`src/rtl/alu8_pkg.sv`:
```
package alu8_pkg;
  parameter int DW = 8;
  localparam int NW = DW / 2;
  localparam int SW = $clog2(DW);

  localparam int FL_C = 0;
  localparam int FL_Z = 1;
  localparam int FL_N = 2;
  localparam int FL_V = 3;
  localparam int FL_S = 4;
  localparam int FL_H = 5;
  localparam int FL_T = 6;
  localparam int FL_I = 7;

  typedef enum logic [4:0] {
    OP_ADD, OP_ADC, OP_SUB, OP_SBC, OP_CMP, OP_CPC,
    OP_AND, OP_OR, OP_XOR, OP_COM, OP_NEG, OP_INC, OP_DEC,
    OP_LSL, OP_LSR, OP_ROL, OP_ROR, OP_ASR, OP_SWAP,
    OP_FSET, OP_FCLR, OP_BST, OP_BLD
  } alu_op_e;
endpackage

```
`src/rtl/alu8_addsub.sv`:
```
module alu8_addsub
  import alu8_pkg::*;
(
  input  logic [DW-1:0] a_i,
  input  logic [DW-1:0] b_i,
  input  logic          sub_i,
  input  logic          carry_i,
  input  logic          z_prev_i,
  input  logic          z_chain_i,
  output logic [DW-1:0] res_o,
  output logic          c_o,
  output logic          h_o,
  output logic          v_o,
  output logic          z_o
);
  logic [DW-1:0] b_eff;
  logic          cin;
  logic          cout;
  logic          hcarry;
  logic [NW-1:0] low_sum;

  always_comb begin
    b_eff = sub_i ? ~b_i : b_i;
    cin   = sub_i ? ~carry_i : carry_i;
    {cout, res_o}     = {1'b0, a_i} + {1'b0, b_eff} + (DW+1)'(cin);
    {hcarry, low_sum} = {1'b0, a_i[NW-1:0]} + {1'b0, b_eff[NW-1:0]} + (NW+1)'(cin);
    c_o = sub_i ? ~cout : cout;
    h_o = sub_i ? ~hcarry : hcarry;
    v_o = (a_i[DW-1] == b_eff[DW-1]) && (res_o[DW-1] != a_i[DW-1]);
    z_o = (res_o == '0) && (z_chain_i ? z_prev_i : 1'b1);
  end
endmodule

```
`src/rtl/alu8_logic_shift.sv`:
```
module alu8_logic_shift
  import alu8_pkg::*;
(
  input  alu_op_e       op_i,
  input  logic [DW-1:0] a_i,
  input  logic [DW-1:0] b_i,
  input  logic [SW-1:0] sel_i,
  input  logic          carry_i,
  input  logic          t_i,
  output logic [DW-1:0] res_o,
  output logic          c_o,
  output logic          v_o
);
  localparam logic [DW-1:0] MIN_NEG = {1'b1, {(DW-1){1'b0}}};
  localparam logic [DW-1:0] MAX_POS = {1'b0, {(DW-1){1'b1}}};

  logic [DW-1:0] bld_vec;

  for (genvar gi = 0; gi < DW; gi++) begin : g_bld
    assign bld_vec[gi] = (sel_i == SW'(gi)) ? t_i : a_i[gi];
  end

  always_comb begin
    res_o = a_i;
    c_o   = carry_i;
    v_o   = 1'b0;
    unique case (op_i)
      OP_AND:  res_o = a_i & b_i;
      OP_OR:   res_o = a_i | b_i;
      OP_XOR:  res_o = a_i ^ b_i;
      OP_COM:  begin res_o = ~a_i; c_o = 1'b1; end
      OP_INC:  begin res_o = a_i + 1'b1; v_o = (res_o == MIN_NEG); end
      OP_DEC:  begin res_o = a_i - 1'b1; v_o = (res_o == MAX_POS); end
      OP_LSL:  begin res_o = {a_i[DW-2:0], 1'b0};      c_o = a_i[DW-1]; end
      OP_ROL:  begin res_o = {a_i[DW-2:0], carry_i};   c_o = a_i[DW-1]; end
      OP_LSR:  begin res_o = {1'b0, a_i[DW-1:1]};      c_o = a_i[0];    end
      OP_ROR:  begin res_o = {carry_i, a_i[DW-1:1]};   c_o = a_i[0];    end
      OP_ASR:  begin res_o = {a_i[DW-1], a_i[DW-1:1]}; c_o = a_i[0];    end
      OP_SWAP: res_o = {a_i[NW-1:0], a_i[DW-1:NW]};
      OP_BLD:  res_o = bld_vec;
      default: res_o = a_i;
    endcase
  end
endmodule

```
`src/rtl/alu8_flag_update.sv`:
```
module alu8_flag_update
  import alu8_pkg::*;
(
  input  alu_op_e       op_i,
  input  logic [SW-1:0] sel_i,
  input  logic [DW-1:0] a_i,
  input  logic [7:0]    status_i,
  input  logic [DW-1:0] as_res_i,
  input  logic          as_c_i,
  input  logic          as_h_i,
  input  logic          as_v_i,
  input  logic          as_z_i,
  input  logic [DW-1:0] lg_res_i,
  input  logic          lg_c_i,
  input  logic          lg_v_i,
  output logic [DW-1:0] res_o,
  output logic [7:0]    flags_o
);
  always_comb begin
    flags_o = status_i;
    res_o   = a_i;
    unique case (op_i)
      OP_ADD, OP_ADC, OP_SUB, OP_SBC, OP_NEG: begin
        res_o         = as_res_i;
        flags_o[FL_C] = as_c_i;
        flags_o[FL_H] = as_h_i;
        flags_o[FL_V] = as_v_i;
        flags_o[FL_Z] = as_z_i;
        flags_o[FL_N] = as_res_i[DW-1];
        flags_o[FL_S] = as_res_i[DW-1] ^ as_v_i;
      end
      OP_CMP, OP_CPC: begin
        res_o         = a_i;
        flags_o[FL_C] = as_c_i;
        flags_o[FL_H] = as_h_i;
        flags_o[FL_V] = as_v_i;
        flags_o[FL_Z] = as_z_i;
        flags_o[FL_N] = as_res_i[DW-1];
        flags_o[FL_S] = as_res_i[DW-1] ^ as_v_i;
      end
      OP_AND, OP_OR, OP_XOR, OP_INC, OP_DEC, OP_COM: begin
        res_o         = lg_res_i;
        flags_o[FL_C] = lg_c_i;
        flags_o[FL_V] = lg_v_i;
        flags_o[FL_Z] = (lg_res_i == '0);
        flags_o[FL_N] = lg_res_i[DW-1];
        flags_o[FL_S] = lg_res_i[DW-1] ^ lg_v_i;
      end
      OP_LSL, OP_LSR, OP_ROL, OP_ROR, OP_ASR: begin
        res_o         = lg_res_i;
        flags_o[FL_C] = lg_c_i;
        flags_o[FL_Z] = (lg_res_i == '0);
        flags_o[FL_N] = lg_res_i[DW-1];
        flags_o[FL_V] = lg_res_i[DW-1] ^ lg_c_i;
        flags_o[FL_S] = lg_c_i;
      end
      OP_SWAP, OP_BLD: res_o = lg_res_i;
      OP_FSET: flags_o[sel_i] = 1'b1;
      OP_FCLR: flags_o[sel_i] = 1'b0;
      OP_BST:  flags_o[FL_T]  = a_i[sel_i];
      default: res_o = a_i;
    endcase
  end
endmodule

```
`src/rtl/alu8_status_unit.sv`:
```
module alu8_status_unit
  import alu8_pkg::*;
(
  input  logic          clk,
  input  logic          rst_n,
  input  logic          exec_i,
  input  logic [4:0]    op_i,
  input  logic [DW-1:0] opa_i,
  input  logic [DW-1:0] opb_i,
  input  logic [SW-1:0] sel_i,
  output logic [DW-1:0] res_o,
  output logic [7:0]    flags_next_o,
  output logic [7:0]    status_o
);
  alu_op_e       op;
  logic [1:0]    rst_sync_q;
  logic          rst_sync_n;
  logic [7:0]    status_q;
  logic          as_sub, as_carry, as_chain, is_neg;
  logic [DW-1:0] as_a, as_b, as_res, lg_res;
  logic          as_c, as_h, as_v, as_z, lg_c, lg_v;

  assign op = alu_op_e'(op_i);

  // reset: asserted asynchronously, released after two clock edges
  always_ff @(posedge clk or negedge rst_n) begin
    if (!rst_n) rst_sync_q <= 2'b00;
    else        rst_sync_q <= {rst_sync_q[0], 1'b1};
  end
  assign rst_sync_n = rst_sync_q[1];

  always_comb begin
    is_neg   = (op == OP_NEG);
    as_sub   = (op == OP_SUB) || (op == OP_SBC) || (op == OP_CMP) ||
               (op == OP_CPC) || is_neg;
    as_carry = ((op == OP_ADC) || (op == OP_SBC) || (op == OP_CPC)) && status_q[FL_C];
    as_chain = (op == OP_SBC) || (op == OP_CPC);
    as_a     = is_neg ? '0 : opa_i;
    as_b     = is_neg ? opa_i : opb_i;
  end

  alu8_addsub u_addsub (
    .a_i      (as_a),
    .b_i      (as_b),
    .sub_i    (as_sub),
    .carry_i  (as_carry),
    .z_prev_i (status_q[FL_Z]),
    .z_chain_i(as_chain),
    .res_o    (as_res),
    .c_o      (as_c),
    .h_o      (as_h),
    .v_o      (as_v),
    .z_o      (as_z)
  );

  alu8_logic_shift u_logic (
    .op_i   (op),
    .a_i    (opa_i),
    .b_i    (opb_i),
    .sel_i  (sel_i),
    .carry_i(status_q[FL_C]),
    .t_i    (status_q[FL_T]),
    .res_o  (lg_res),
    .c_o    (lg_c),
    .v_o    (lg_v)
  );

  alu8_flag_update u_flags (
    .op_i    (op),
    .sel_i   (sel_i),
    .a_i     (opa_i),
    .status_i(status_q),
    .as_res_i(as_res),
    .as_c_i  (as_c),
    .as_h_i  (as_h),
    .as_v_i  (as_v),
    .as_z_i  (as_z),
    .lg_res_i(lg_res),
    .lg_c_i  (lg_c),
    .lg_v_i  (lg_v),
    .res_o   (res_o),
    .flags_o (flags_next_o)
  );

  always_ff @(posedge clk or negedge rst_sync_n) begin
    if (!rst_sync_n)  status_q <= '0;
    else if (exec_i)  status_q <= flags_next_o;
  end

  assign status_o = status_q;
endmodule

```
`config.mk`:
```
export PLATFORM = sky130hd
export DESIGN_NAME = alu8_status_unit
export DESIGN_NICKNAME = d
export VERILOG_FILES = /design/src/rtl/alu8_pkg.sv /design/src/rtl/alu8_addsub.sv /design/src/rtl/alu8_logic_shift.sv /design/src/rtl/alu8_flag_update.sv /design/src/rtl/alu8_status_unit.sv
export SDC_FILE = /design/constraint.sdc
export NUM_CORES = 1
export LEC_CHECK = 0
export BUFFER_PORTS_ARGS = -buffer_cell sky130_fd_sc_hd__buf_2
export CAP_MARGIN = 20
export CORE_MARGIN = 10
export CORE_UTILIZATION = 30
export CTS_CLUSTER_DIAMETER = 30
export DETAILED_ROUTE_END_ITERATION = 8
export PLACE_DENSITY = 0.6
export RECOVER_POWER = 25
export SYNTH_ARGS = -nofsm -noshare
export SYNTH_HDL_FRONTEND = slang
export SYNTH_SLANG_ARGS = --single-unit
```
`constraint.sdc`:
```
create_clock -name clk -period 3.6 [get_ports clk]
set_input_delay 0.18 -clock clk [delete_from_list [all_inputs] [get_ports clk]]
set_output_delay 0.18 -clock clk [all_outputs]
set_load 0.1 [all_outputs]
```
==> Word-level counts from Yosys, hierarchy flattened <==
Cells that the tools add are included.
{ "word_totals": {"out_inout_bits": 24, "memories": 0, "ramBits": 0, "reg_bits": 10, "wordCells": 106, "latchBits": 0, "mem_bits_ro": 0} }
{ "op_classes": {"multipliers": 0, "n_div": 0, "add_sub_neg": 6, "magnitude_cmp": 2, "n_mux": 27, "n_reduce_logical": 22, "bitwise_logic": 14, "eq_ne": 33, "shift": 0} }
{ "op_table": {"columns": ["cell", "n"], "rows": [
  ["8-bit one-hot mux with 13 select lines", 1],
  ["5-bit by 4-bit == test with 1-bit output (second input constant)", 8],
  ["5-bit == test (second input constant)", 7],
  ["5-bit one-hot mux with 5 select lines", 1],
  ["8-bit 2-to-1 mux", 3],
  ["8-bit NOT", 3],
  ["5-bit by 3-bit == test with 1-bit output (second input constant)", 4],
  ["8-bit bitwise AND", 2],
  ["8-bit zero test", 2],
  ["8-bit OR", 2],
  ["8-bit one-hot mux with 2 select lines", 1],
  ["1-bit 2-to-1 mux", 14],
  ["13-bit OR reduction", 1],
  ["3-bit == test (second input constant)", 4],
  ["5-bit by 2-bit == test with 1-bit output (second input constant)", 2],
  ["5-bit OR reduction", 2],
  ["8-bit by 8-bit adder with 9-bit output", 1],
  ["9-bit by 1-bit adder with 9-bit output", 1],
  ["1-bit one-hot mux with 3 select lines", 3],
  ["8-bit by 1-bit adder with 8-bit output (second input constant)", 1],
  ["8-bit by 7-bit == test with 1-bit output (second input constant)", 1],
  ["8-bit == test (second input constant)", 1],
  ["8-bit by 1-bit subtractor with 8-bit output (second input constant)", 1],
  ["8-bit XOR", 1],
  ["22 further kinds", 37]
]} }

==> Longest topological paths before layout <==
Gate-level depths: netlist of run 1.
{ "logic_depth": {"word_depth": 12, "depth_mapped": 19, "ltp_nobuf": 15} }

==> Hierarchy <==
Synthesis of run 1 repeated with hierarchy kept, for this count alone.
{ "hier_totals": {"hier_cells": 494, "hier_area_um2": 3723.6} }
{ "by_module_without_submodules": {"columns": ["mod", "cells_each", "n_inst", "seq_area_each_um2", "area_each_um2"], "rows": [
  ["alu8_logic_shift", 271, 1, 0.0, 1829.3],
  ["alu8_flag_update", 116, 1, 0.0, 838.3],
  ["alu8_status_unit", 48, 1, 250.2, 583.1],
  ["alu8_addsub", 59, 1, 0.0, 473.0]
]} }

==> Least setup slack after synthesis of run 1 <==
Ideal clock, no wire load.
{ "synth_path": {"kind": "input to output", "from": "in op_i[2]", "to": "out res_o[7]", "arrival_ns": 5.154, "required_time_ns": 3.420, "n_path_buf": 3, "cell_stages": 14, "setup_slack_ns": -1.734, "path_cell_list": "buf_2 nor3b_2 clkbuf_1 nand2_1 clkbuf_1 o21ai_0 xnor2_1 fa_1 nor2b_1 o21ai_0 o22ai_1 o41ai_1 xnor2_1 o21ai_0"} }
{ "synth_via": {"elab_chain_cells": 9} }
{ "synth_lines": {"columns": ["item", "line_no", "rtl"], "rows": [
  ["start, declared", "alu8_status_unit.sv:7", "input logic [4:0] op_i,"],
  ["5-bit by 2-bit == test with 1-bit output (on tied branches)", "alu8_flag_update.sv:22, alu8_status_unit.sv:34, alu8_status_unit.sv:36", null],
  ["1-bit logical OR (3 in a row)", "alu8_status_unit.sv:34", "as_sub = (op == OP_SUB) || (op == OP_SBC) || (op == OP_CMP) ||"],
  ["1-bit logical OR", "alu8_status_unit.sv:35", "(op == OP_CPC) || is_neg;"],
  ["8-bit 2-to-1 mux", "alu8_addsub.sv:23", "b_eff = sub_i ? ~b_i : b_i;"],
  ["8-bit by 8-bit adder with 9-bit output", "alu8_addsub.sv:25", "{cout, res_o} = {1'b0, a_i} + {1'b0, b_eff} + (DW+1)'(cin);"],
  ["9-bit by 1-bit adder with 9-bit output", "alu8_addsub.sv:25", null],
  ["8-bit one-hot mux with 2 select lines (*)", "alu8_flag_update.sv:22", "unique case (op_i)"],
  ["end, declared", "alu8_status_unit.sv:11", "output logic [DW-1:0] res_o,"]
]} }
Mark *: on every way between the ends. The rest lies on a longest branch, timed or not.

==> Worst setup path in the final report of run 1 <==
{ "layout_path": {"from": "reg status_q[0], in the netlist status_o[0]", "to": "out flags_next_o[1]"} }
{ "layout_via": {"elab_chain_cells": 7} }
{ "layout_lines": {"columns": ["item", "line_no", "rtl"], "rows": [
  ["start, declared", "alu8_status_unit.sv:18", "logic [7:0] status_q;"],
  ["start signal, assigned", "alu8_status_unit.sv:87", "else if (exec_i) status_q <= flags_next_o;"],
  ["1-bit logical AND", "alu8_status_unit.sv:36", "as_carry = ((op == OP_ADC) || (op == OP_SBC) || (op == OP_CPC)) && status_q[FL_C];"],
  ["1-bit NOT", "alu8_addsub.sv:24", "cin = sub_i ? ~carry_i : carry_i;"],
  ["1-bit 2-to-1 mux", "alu8_addsub.sv:24", null],
  ["9-bit by 1-bit adder with 9-bit output", "alu8_addsub.sv:25", null],
  ["8-bit zero test", "alu8_addsub.sv:30", "z_o = (res_o == '0) && (z_chain_i ? z_prev_i : 1'b1);"],
  ["1-bit logical AND", "alu8_addsub.sv:30", null],
  ["5-bit one-hot mux with 5 select lines (*)", "alu8_flag_update.sv:22", null],
  ["end, declared", "alu8_status_unit.sv:12", "output logic [7:0] flags_next_o,"]
]} }
Marked as above.

==> impl_results.md, run 1 <==
- Post-synthesis mux area share: about 6.8%
- N_diodes: 0
- Post-synth top area share: between 10% and 20%
- Period utilization: 95.01%
- Via density: 6.059
- Critical Path Source: status_o[0]
- Setup ws final: 0.1798 ns
- Register clock-pin slew on the reported worst setup and hold paths: around 0.050 ns
- Core Util, Final: 38.23%
- CTS Buffer Depth: 2
- Unrepaired setup endpoints after global routing: false
- Die area: 15810 sq um
- Least-Margin Pin Slew: 0.7743 ns
- Worst path slowest cell: dfrtp_1
- Worst Setup Start Kind: flip-flop
- Sequential share of the synthesized area: under 10%
- Syn Nets: between 500 and 600
- Syn Inst Count: between 400 and 500
- Post-synth EDFFs: 0
- Place WS: about 0.085 ns
- Required @ worst endpoint: 3.42 ns
- GP Congestion: roughly 1
- Synth unique cells: 67
- Clock Latency Late Sink: 0.24 ns
- RR Startpoint: status_o[0]
- Clock skew: 0.002772 ns
- TritonCTS clock tree: yes
- Num CTS Buffers: 3
- Share of layout cells above drive strength 1: 23.19%
- Post-Synth Simple-Gate Area: 32.01%
- Area contributors post-synth: ha_1 (10%), dfrtp_1 (7.5%), a21oi_1 (5.1%), o21ai_0 (4.6%), nor2_1 (4.3%)
- Ports: 51
- Final Slew Violations: 0
- Placed insts: 659
- Synth warn: 0
- Layout net count: 583
- Drt first pass iters: 6
- Adder-Cell Fraction of Synth Area: 11.27%
- Register bit count reported by yosys: 10
- CP arrival: 3.24 ns
- Fin crit period: 3.420 ns
- Hold WC Path Type: reg2async
- Non-filler instance count after layout: around 670
- Max-cap violations: 0
- Remaining antenna violation count: 0
- Ys async rst share: 100.0%
- Most frequent cells in the layout: nor2_1 (37), buf_2 (37), nand2_1 (36), a21oi_1 (31), buf_4 (31)
- Via Count: 4035
- GRT Total Usage: 16.57%
- Final Hold Viols: 0
- Pin count of the biggest net entering global routing: 28
- Status: finished, final reports clean
- Clock Tree Root: clkbuf_8
- GRT Residual Overflow: 0
- CP max stage delay: 0.42 ns
- Starting Density: 30.80%
- Main combinational cell family by area after synthesis: simple AND/OR/NAND/NOR gates
- Max-Slew Margin vs Limit: 48.27%
- Pwr/cell area: 345.0 nW/um^2
- Peak Freq: between 0.2 and 0.3 GHz
- Vias in the first global route: between 3000 and 4000
- Leading area contributor after synthesis: ha_1
- Clock sink count: 10
- Setup crit end kind: output pin
- Final setup viols: 0
- Area Growth Syn to Fin: 24.14%
- Antenna violations before repair: 0
- Core area: roughly 11000 sq um
- H-tree levels: 1
- DRC: 0
- Synth Area in XOR/XNOR: under 10%
- Drt wl/cell: 21.24 microns
- Critical-path maximum fanout: 4
- WS Path Type: reg2out
- Buffers on Ports: 50
- Post-DP HPWL: between 10000 and 15000 microns
- FF-to-FF path depth: 14
- Top FF cell, synth: dfrtp_1
- Row cnt: 38
- Initial DRC Count: 501
- Die width: between 100 and 150 microns
- Max VDD drop: a little over 300 uV
- Mapped cell area: between 3000 and 4000 sq um
- Final hold slack: 0.1411 ns
- Syn avg cell area: 6.928 sq um
- Die H: around 130 microns
- Leak: ~0.0017 uW
- Compound-Gate Fraction of Synth Area: 28.92%
- First-pass GRT wire length: around 22000 microns
- Crit-path cells: o21ai_1 -> a32oi_1 -> nor2_1 -> o21bai_2 -> fa_2 -> fa_2 -> nor2b_1 -> o21a_1 -> or2_2 -> xnor2_1 -> nand3_1 -> nor2_1 -> a311oi_1 -> buf_4 -> a21oi_4 -> buf_12
- Routed WL: between 10000 and 15000 microns
[sequential cells by signal, indices dropped and copies added, names as in the netlist]
signal,flops
status_o,8
rst_sync_q,2
[cell families after synthesis]
| group | after synthesis |
|---|---|
| compound gates | 143 |
| xor+xnor | 19 |
| fa+ha+maj | 29 |
| buf+inv | 68 |
| flops | 10 |
| mux | 19 |
| other cells | 1 |
| simple gates | 195 |
[final timing paths]
kind / end / slack, ns
setup / recovery: flags_next_o[1] / 0.18
hold / removal: status_o[4] / 0.14
setup reg to reg: status_o[0] / 0.58
hold reg to reg: status_o[4] / 0.14
max in group asynchronous: rst_sync_q[0] / 3.18
min in group clk: status_o[4] / 0.22
[area by class of cell]
cell class                 count  area [sq um]
inverter                      23         86.33
sequential                    10         250.2
fill                        1134          6725
timing repair buffer          83         691.9
multi-input combinational    406          2904
clock buffer                   4         55.05
tap                          140         175.2
[critical path, delay by kind of cell (launching register included)]
kind            cells  cell delay (ns)
fa+ha+maj           2             0.52
buf+inv             2             0.34
simple gates        5             0.63
xor+xnor            1             0.20
flops               1             0.42
compound gates      6             0.88
[stage by stage]
stage / total power [uW] / TNS, ns / area (sq um)
finish: 1436 / 0 / 4163
global route: 1505 / 0 / 4163
CTS: 1429 / 0 / 4134
detailed placement: 1281 / 0 / 4069
global placement: 1275 / 0 / 4069
floorplan: 968.8 / -1.868 / 3468
[per-layer routing]
metal  share of wire [%]  wire, microns  vias up  global-route usage, %
met1                  42           5881     1902                  21.53
met3                 9.2           1300       32                  3.733
met5                   0              0        -                      0
met4                 2.6            368        0                  3.726
met2                  47           6596      222                  27.16
li1                    -              -     1879                      -
[timing repair]
item,in CTS,in global routing
setup buffers,0,1
endpoints found under the setup margin,0,4
resized for setup,0,5
hold buffers,1,0
hold endpoints to repair,2,0
[cell usage after synthesis (3+ instances only)]
| cell | number |
|---|---|
| and2_1 | 5 |
| nand4_1 | 9 |
| a21oi_1 | 34 |
| nand2_1 | 37 |
| mux2_2 | 9 |
| a22oi_1 | 4 |
| o21a_1 | 4 |
| a32oi_1 | 6 |
| dfrtp_1 | 10 |
| and3b_1 | 4 |
| buf_4 | 4 |
| a211o_1 | 3 |
| clkbuf_1 | 26 |
| nor3b_1 | 6 |
| xnor2_1 | 16 |
| mux2i_1 | 8 |
| nor3_1 | 9 |
| nor4b_1 | 3 |
| and3_1 | 3 |
| buf_2 | 12 |
| nand3_1 | 25 |
| o2111ai_1 | 6 |
| nand3b_1 | 7 |
| or2_2 | 3 |
| buf_1 | 3 |
| a31oi_1 | 3 |
| or4_1 | 4 |
| nor2_1 | 38 |
| nor2b_1 | 7 |
| ha_1 | 27 |
| nand2b_1 | 15 |
| inv_1 | 23 |
| o211ai_1 | 13 |
| a211oi_1 | 5 |
| xor2_1 | 3 |
| o31ai_1 | 3 |
| o21ai_0 | 31 |
| nor4_1 | 9 |
| a22o_1 | 4 |
| or3b_2 | 3 |
| o22ai_1 | 5 |
[power by group]
group	switching [uW]	leakage [uW]	internal, uW
clock network	46.6	0.0000288	96.4
logic	783	0.00155	345
registers	30.5	0.000122	135
Note: power is estimated with default switching activity, not from simulation.
==> run 2, diff against run 1 <==
- CORE_UTILIZATION: 30 -> 25
- PLACE_DENSITY: 0.6 -> 0.54
- RECOVER_POWER: 25 -> 100
==> impl_results.md, run 2 (synthesized netlist as in run 1, its figures left out) <==
- Status: finished, final reports clean
- Clock skew: 0.002410 ns
- Via Count: 4004
- Max VDD drop: 192.8 uV
- TritonCTS clock tree: yes
- Final setup viols: 0
- Starting Density: 25.42%
- DRC: 0
- Pin count of the biggest net entering global routing: 28
- Setup crit end kind: output pin
- GRT Residual Overflow: 0
- Die area: between 15000 and 20000 sq um
- Buffers on Ports: 50
- Delay-heaviest family, CP: compound AO/OA/AOI/OAI gates
- Die width: around 140 microns
- Design Area, Final: 4230 sq um
- DP Area: 4121 sq um
- First-pass GRT wire length: between 20000 and 25000 microns
- Num CTS Buffers: 3
- Max reg flops: 8
- Final Hold Viols: 0
- Drt wl/cell: 20.39 microns
- Antenna violations before repair: 0
- Final Slew Violations: 0
- Routed WL: 14330 microns
- Drt first pass iters: 5
- CTS Buffer Depth: 2
- Required @ worst endpoint: ~3.4 ns
- CP max stage delay: just under 0.4 ns
- Setup TNS: 0 ns
- Peak Freq: ~0.28 GHz
- Critical-path maximum fanout: 12
- WS Path Type: in2out
- Max-cap violations: 0
- H-tree levels: 1
- Hold WC Path Type: reg2async
- Clock Latency Late Sink: 0.24 ns
- GP Congestion: just under 1
- N_diodes: 0
- Most frequent cells in the layout: nor2_1 (37), nand2_1 (36), a21oi_1 (32), buf_4 (30), ha_1 (27)
- Via density: roughly 5.7
- Vias in the first global route: approximately 3900
- Period utilization: a little over nine tenths
- Initial DRC Count: a little under 300
- Least-Margin Pin Slew: 1.187 ns
- Worst Setup Start Kind: primary input
- Remaining antenna violation count: 0
- Commonest non-fill, non-tap cell in the layout: nor2_1
- Crit-path cells: clkbuf_4 -> nor3b_4 -> nand2_8 -> nand2_1 -> o21ai_1 -> xnor2_1 -> fa_2 -> fa_2 -> nor2b_2 -> o21a_1 -> o21ai_2 -> nand2b_1 -> a21oi_2 -> xor2_1 -> a311oi_1 -> buf_4 -> a21oi_4 -> buf_12
- Clock Tree Root: clkbuf_16
- Ports: 51
- Pwr/cell area: 355.0 nW/um^2
- Core area: between 10000 and 15000 sq um
- Row cnt: 42
- Unrepaired setup endpoints after global routing: true
- Leak: around 0.0017 uW
- Worst path slowest cell: fa_2
- Register clock-pin slew on the reported worst setup and hold paths: approximately 0.04 ns
- Most frequent cell on the critical path: fa_2
- Area Growth Syn to Fin: 26.16%
- GRT Total Usage: 15.06%
- Layout net count: around 600
- Max-Slew Margin vs Limit: 21.21%
- Bufs and invs on worst path: 3
- Clock sink count: 10
- Share of layout cells above drive strength 1: approximately a fifth
- CP arrival: 3.33 ns
- Fin crit period: 3.512 ns
- Die H: 135.8 microns
- Post-DP HPWL: 11370 microns
- Final hold slack: 0.1365 ns
## run 2: changes by cell type in the layout (fill, tap and decap cells not counted), moves of 2 or more
cell / before / now
buf_2: 37 / 24
clkbuf_16: 0 / 3
clkbuf_4: 0 / 2
clkbuf_8: 4 / 1
o21ai_1: 8 / 6
clkbuf_1: 1 / 13
o21ai_2: 1 / 3
buf_12: 13 / 10
## run 2: worst paths after layout
path                                from         endpoint  slack, ns  cells after the start
max                              op_i[3]  flags_next_o[1]       0.09                     18
min                        rst_sync_q[1]      status_o[3]       0.14                      0
max reg2reg                  status_o[0]      status_o[1]       0.49                     16
min reg2reg                rst_sync_q[1]      status_o[3]       0.14                      0
max in group asynchronous  rst_sync_q[1]      status_o[5]       3.21                      0
min in group clk                  exec_i      status_o[4]       0.23                      2
## run 2: metal layers
metal / vias to the layer above / part of all wire [%] / track usage, %
met3: 24 / 7.2 / 2.325
met5: - / 0 / 0
met2: 177 / 47 / 24.49
met4: 0 / 3.1 / 4.844
li1: 1885 / - / -
met1: 1918 / 42 / 19.83
## run 2: what timing repair did
item / 4_1_cts / 5_1_grt
hold buffers: 1 / 0
endpoints found under the hold margin: 2 / 0
setup endpoints to repair: 0 / 5
resized for setup: 0 / 12
setup buffers: 0 / 2
## run 2: area by class of cell
type	instances	area, sq um
Tap cell	176	220.2
Fill cell	1402	8960
Timing Repair Buffer	84	660.6
Multi-Input combinational cell	406	2924
Inverter	23	86.33
Sequential cell	10	250.2
Clock buffer	4	88.84
## run 2: per-stage QoR
step / cells / power [uW] / setup WS [ns] / utilization [%]
2_1_floorplan: 484 / 968.8 / -0.7333 / -
3_3_place_gp: 696 / 1281 / 0.1625 / 31.25
3_5_place_dp: 696 / 1286 / 0.07815 / 31.25
4_1_cts: 701 / 1510 / 0.06344 / 32.00
5_1_grt: 703 / 1578 / -0.1084 / 32.07
6_report: 703 / 1502 / 0.08759 / 32.07
## run 2: power by group
| part | total [uW] | switching, uW | internal, uW | leakage [uW] |
|---|---|---|---|---|
| logic | 1120 | 788 | 330 | 0.00153 |
| clock network | 219 | 51.8 | 167 | 0.0000442 |
| registers | 166 | 30.2 | 135 | 0.000122 |
| total | 1500 | 870 | 632 | 0.00169 |
## run 2: worst reg2reg max path, delay by kind of cell, from the launching register on
| family | cells | cell delay, ns |
|---|---|---|
| xor+xnor | 1 | 0.17 |
| fa+ha+maj | 2 | 0.74 |
| compound gates | 8 | 1.01 |
| simple gates | 3 | 0.36 |
| flops | 1 | 0.41 |
| buf+inv | 2 | 0.29 |
==> run 3, diff against run 2 <==
==> constraint.sdc (replaced) <==
create_clock -name clk -period 3.6 [get_ports clk]
set_input_delay 0.72 -clock clk [delete_from_list [all_inputs] [get_ports clk]]
set_output_delay 0.72 -clock clk [all_outputs]
set_load 0.02 [all_outputs]
==> impl_results.md, run 3 (synthesized netlist as in run 1, its figures left out) <==
- Initial DRC Count: 317
- Least-Margin Pin Slew: between 0.8 and 0.9 ns
- GP Congestion: 0.9869
- Core area: 13190 sq um
- Most frequent cells in the layout: buf_4 (154), nand2_1 (35), nor2_1 (33), buf_2 (29), ha_1 (27)
- Post-DP HPWL: 12460 microns
- Drt wl/cell: between 15 and 20 microns
- Via Count: 4461
- Die H: 135.8 microns
- Die area: 18450 sq um
- First-pass GRT wire length: 24410 microns
- Commonest non-fill, non-tap cell in the layout: buf_4
- DP Area: 4850 sq um
- Clock Tree Root: clkbuf_16
- Layout net count: 710
- Ports: 51
- Hold_buf cts: 0
- Period utilization: 120.3%
- CTS Buffer Depth: 2
- CP arrival: 3.61 ns
- Setup crit end kind: output pin
- DRC: 0
- Failing checks: negative setup slack
- Pwr/cell area: 242.9 nW/um^2
- Pin count of the biggest net entering global routing: 28
- Remaining antenna violation count: 0
- Hold WC Path Type: reg2async
- TritonCTS clock tree: yes
- Clock skew: 0.001165 ns
- Setup ws final: -0.7310 ns
- Worst Setup Start Kind: primary input
- Area Growth Syn to Fin: 57.91%
- Critical-path maximum fanout: 5
- Max-Slew Margin vs Limit: 43.48%
- Design Area, Final: 5295 sq um
- Clock Latency Late Sink: 0.23 ns
- Peak Freq: around 0.23 GHz
- Required @ worst endpoint: between 2 and 3 ns
- Leak: ~0.0023 uW
- Place WS: -0.8180 ns
- Num CTS Buffers: 3
- Critical Path Source: op_i[4]
- Vias in the first global route: 4497
- Row cnt: 42
- N_diodes: 0
- Drt first pass iters: 5
- Via density: 5.381
- Unrepaired setup endpoints after global routing: true
- Grt met2 use: 27.78%
- Final Slew Violations: 0
- Status: finished with violations
- Power Total: 1286 uW
- Starting Density: 25.42%
- Register clock-pin slew on the reported worst setup and hold paths: 0.04 ns
- Routed WL: 15550 microns
- Buffers on Ports: 50
- Clock sink count: 10
- Gr busiest metal: met2
- Antenna violations before repair: 0
- Met3 Use GR: 1.993%
- GRT Residual Overflow: 0
- RR Startpoint: status_o[0]
- Final hold slack: 0.1464 ns
- Max VDD drop: between 150 and 200 uV
- Fin crit period: 4.331 ns
- Die width: 135.8 microns
- Max-cap violations: 0
- Fill cells: 1368
- M1 GR Usage: 21.51%
- GRT Total Usage: ~16%
- Share of layout cells above drive strength 1: 41.35%
- WS Path Type: in2out
- H-tree levels: 1
- Final Hold Viols: 0
- Final setup viols: 13
- Max reg flops: 8
run 3: cell types whose count changed in the layout (fill, tap and decap cells not counted), sizes merged:
| cell | previous run | this run |
|---|---|---|
| dlymetal6s2s | 1 | 0 |
| dlymetal6s4s | 1 | 0 |
| dlygate4sd3 | 1 | 0 |
| buf | 65 | 199 |
| clkbuf | 20 | 15 |
run 3: timing repair:
| action | CTS | global route |
|---|---|---|
| setup endpoints to repair | 14 | 16 |
| gates resized for setup | 53 | 16 |
| pin swaps | 29 | 18 |
| endpoints found under the hold margin | 0 | 0 |
| setup buffers | 8 | 4 |
run 3: path summary, 6_finish.rpt:
kind | to | slack (ns) | cells after the start
max in group asynchronous | status_o[1] | 3.19 | 0
worst max register to register | status_o[0] | 0.41 | 16
worst max-delay path | flags_next_o[1] | -0.73 | 19
worst min register to register | status_o[6] | 0.15 | 0
min in group clk | rst_sync_q[1] | 0.35 | 0
worst min-delay path | status_o[6] | 0.15 | 0
run 3: where the power goes:
part           internal [uW]  switching [uW]
clock network            167            51.2
registers                135            32.5
logic                    425             476
run 3: layout make-up:
cell class / count / area (sq um) / share of cell area, %
multi-input combinational: 406 / 3114 / 58.81
tap: 176 / 220.2 / 4.159
clock buffer: 4 / 88.84 / 1.678
inverter: 23 / 86.33 / 1.630
timing repair buffer: 210 / 1535 / 28.99
sequential: 10 / 250.2 / 4.726
run 3: critical path, cell delays in order:
cell      delay (ns)
buf_2           0.12
nor3b_4         0.17
buf_6           0.16
nand2_8         0.06
nand2_2         0.08
o21ai_4         0.08
xnor2_4         0.15
fa_2            0.42
fa_2            0.38
nor2b_1         0.12
o21a_1          0.18
buf_4           0.12
or2_4           0.12
xnor2_2         0.11
nand3_1         0.08
nor2_1          0.13
a311oi_2        0.13
a21oi_2         0.16
buf_6           0.13
run 3: layer usage:
| layer | vias to the layer above | wire, microns |
|---|---|---|
| met4 | 0 | 383 |
| met1 | 2148 | 6770 |
| met2 | 159 | 7593 |
| met5 | - | 0 |
| met3 | 23 | 802 |
| li1 | 2131 | - |
run 3: through the flow:
step                util, %  std cells  TNS (ns)
floorplan                 -        484    -6.386
global placement      36.77        814    -7.674
detailed placement    36.77        814    -7.784
CTS                   39.51        826    -5.393
global route          40.14        829    -7.879
finish                40.14        829    -5.830
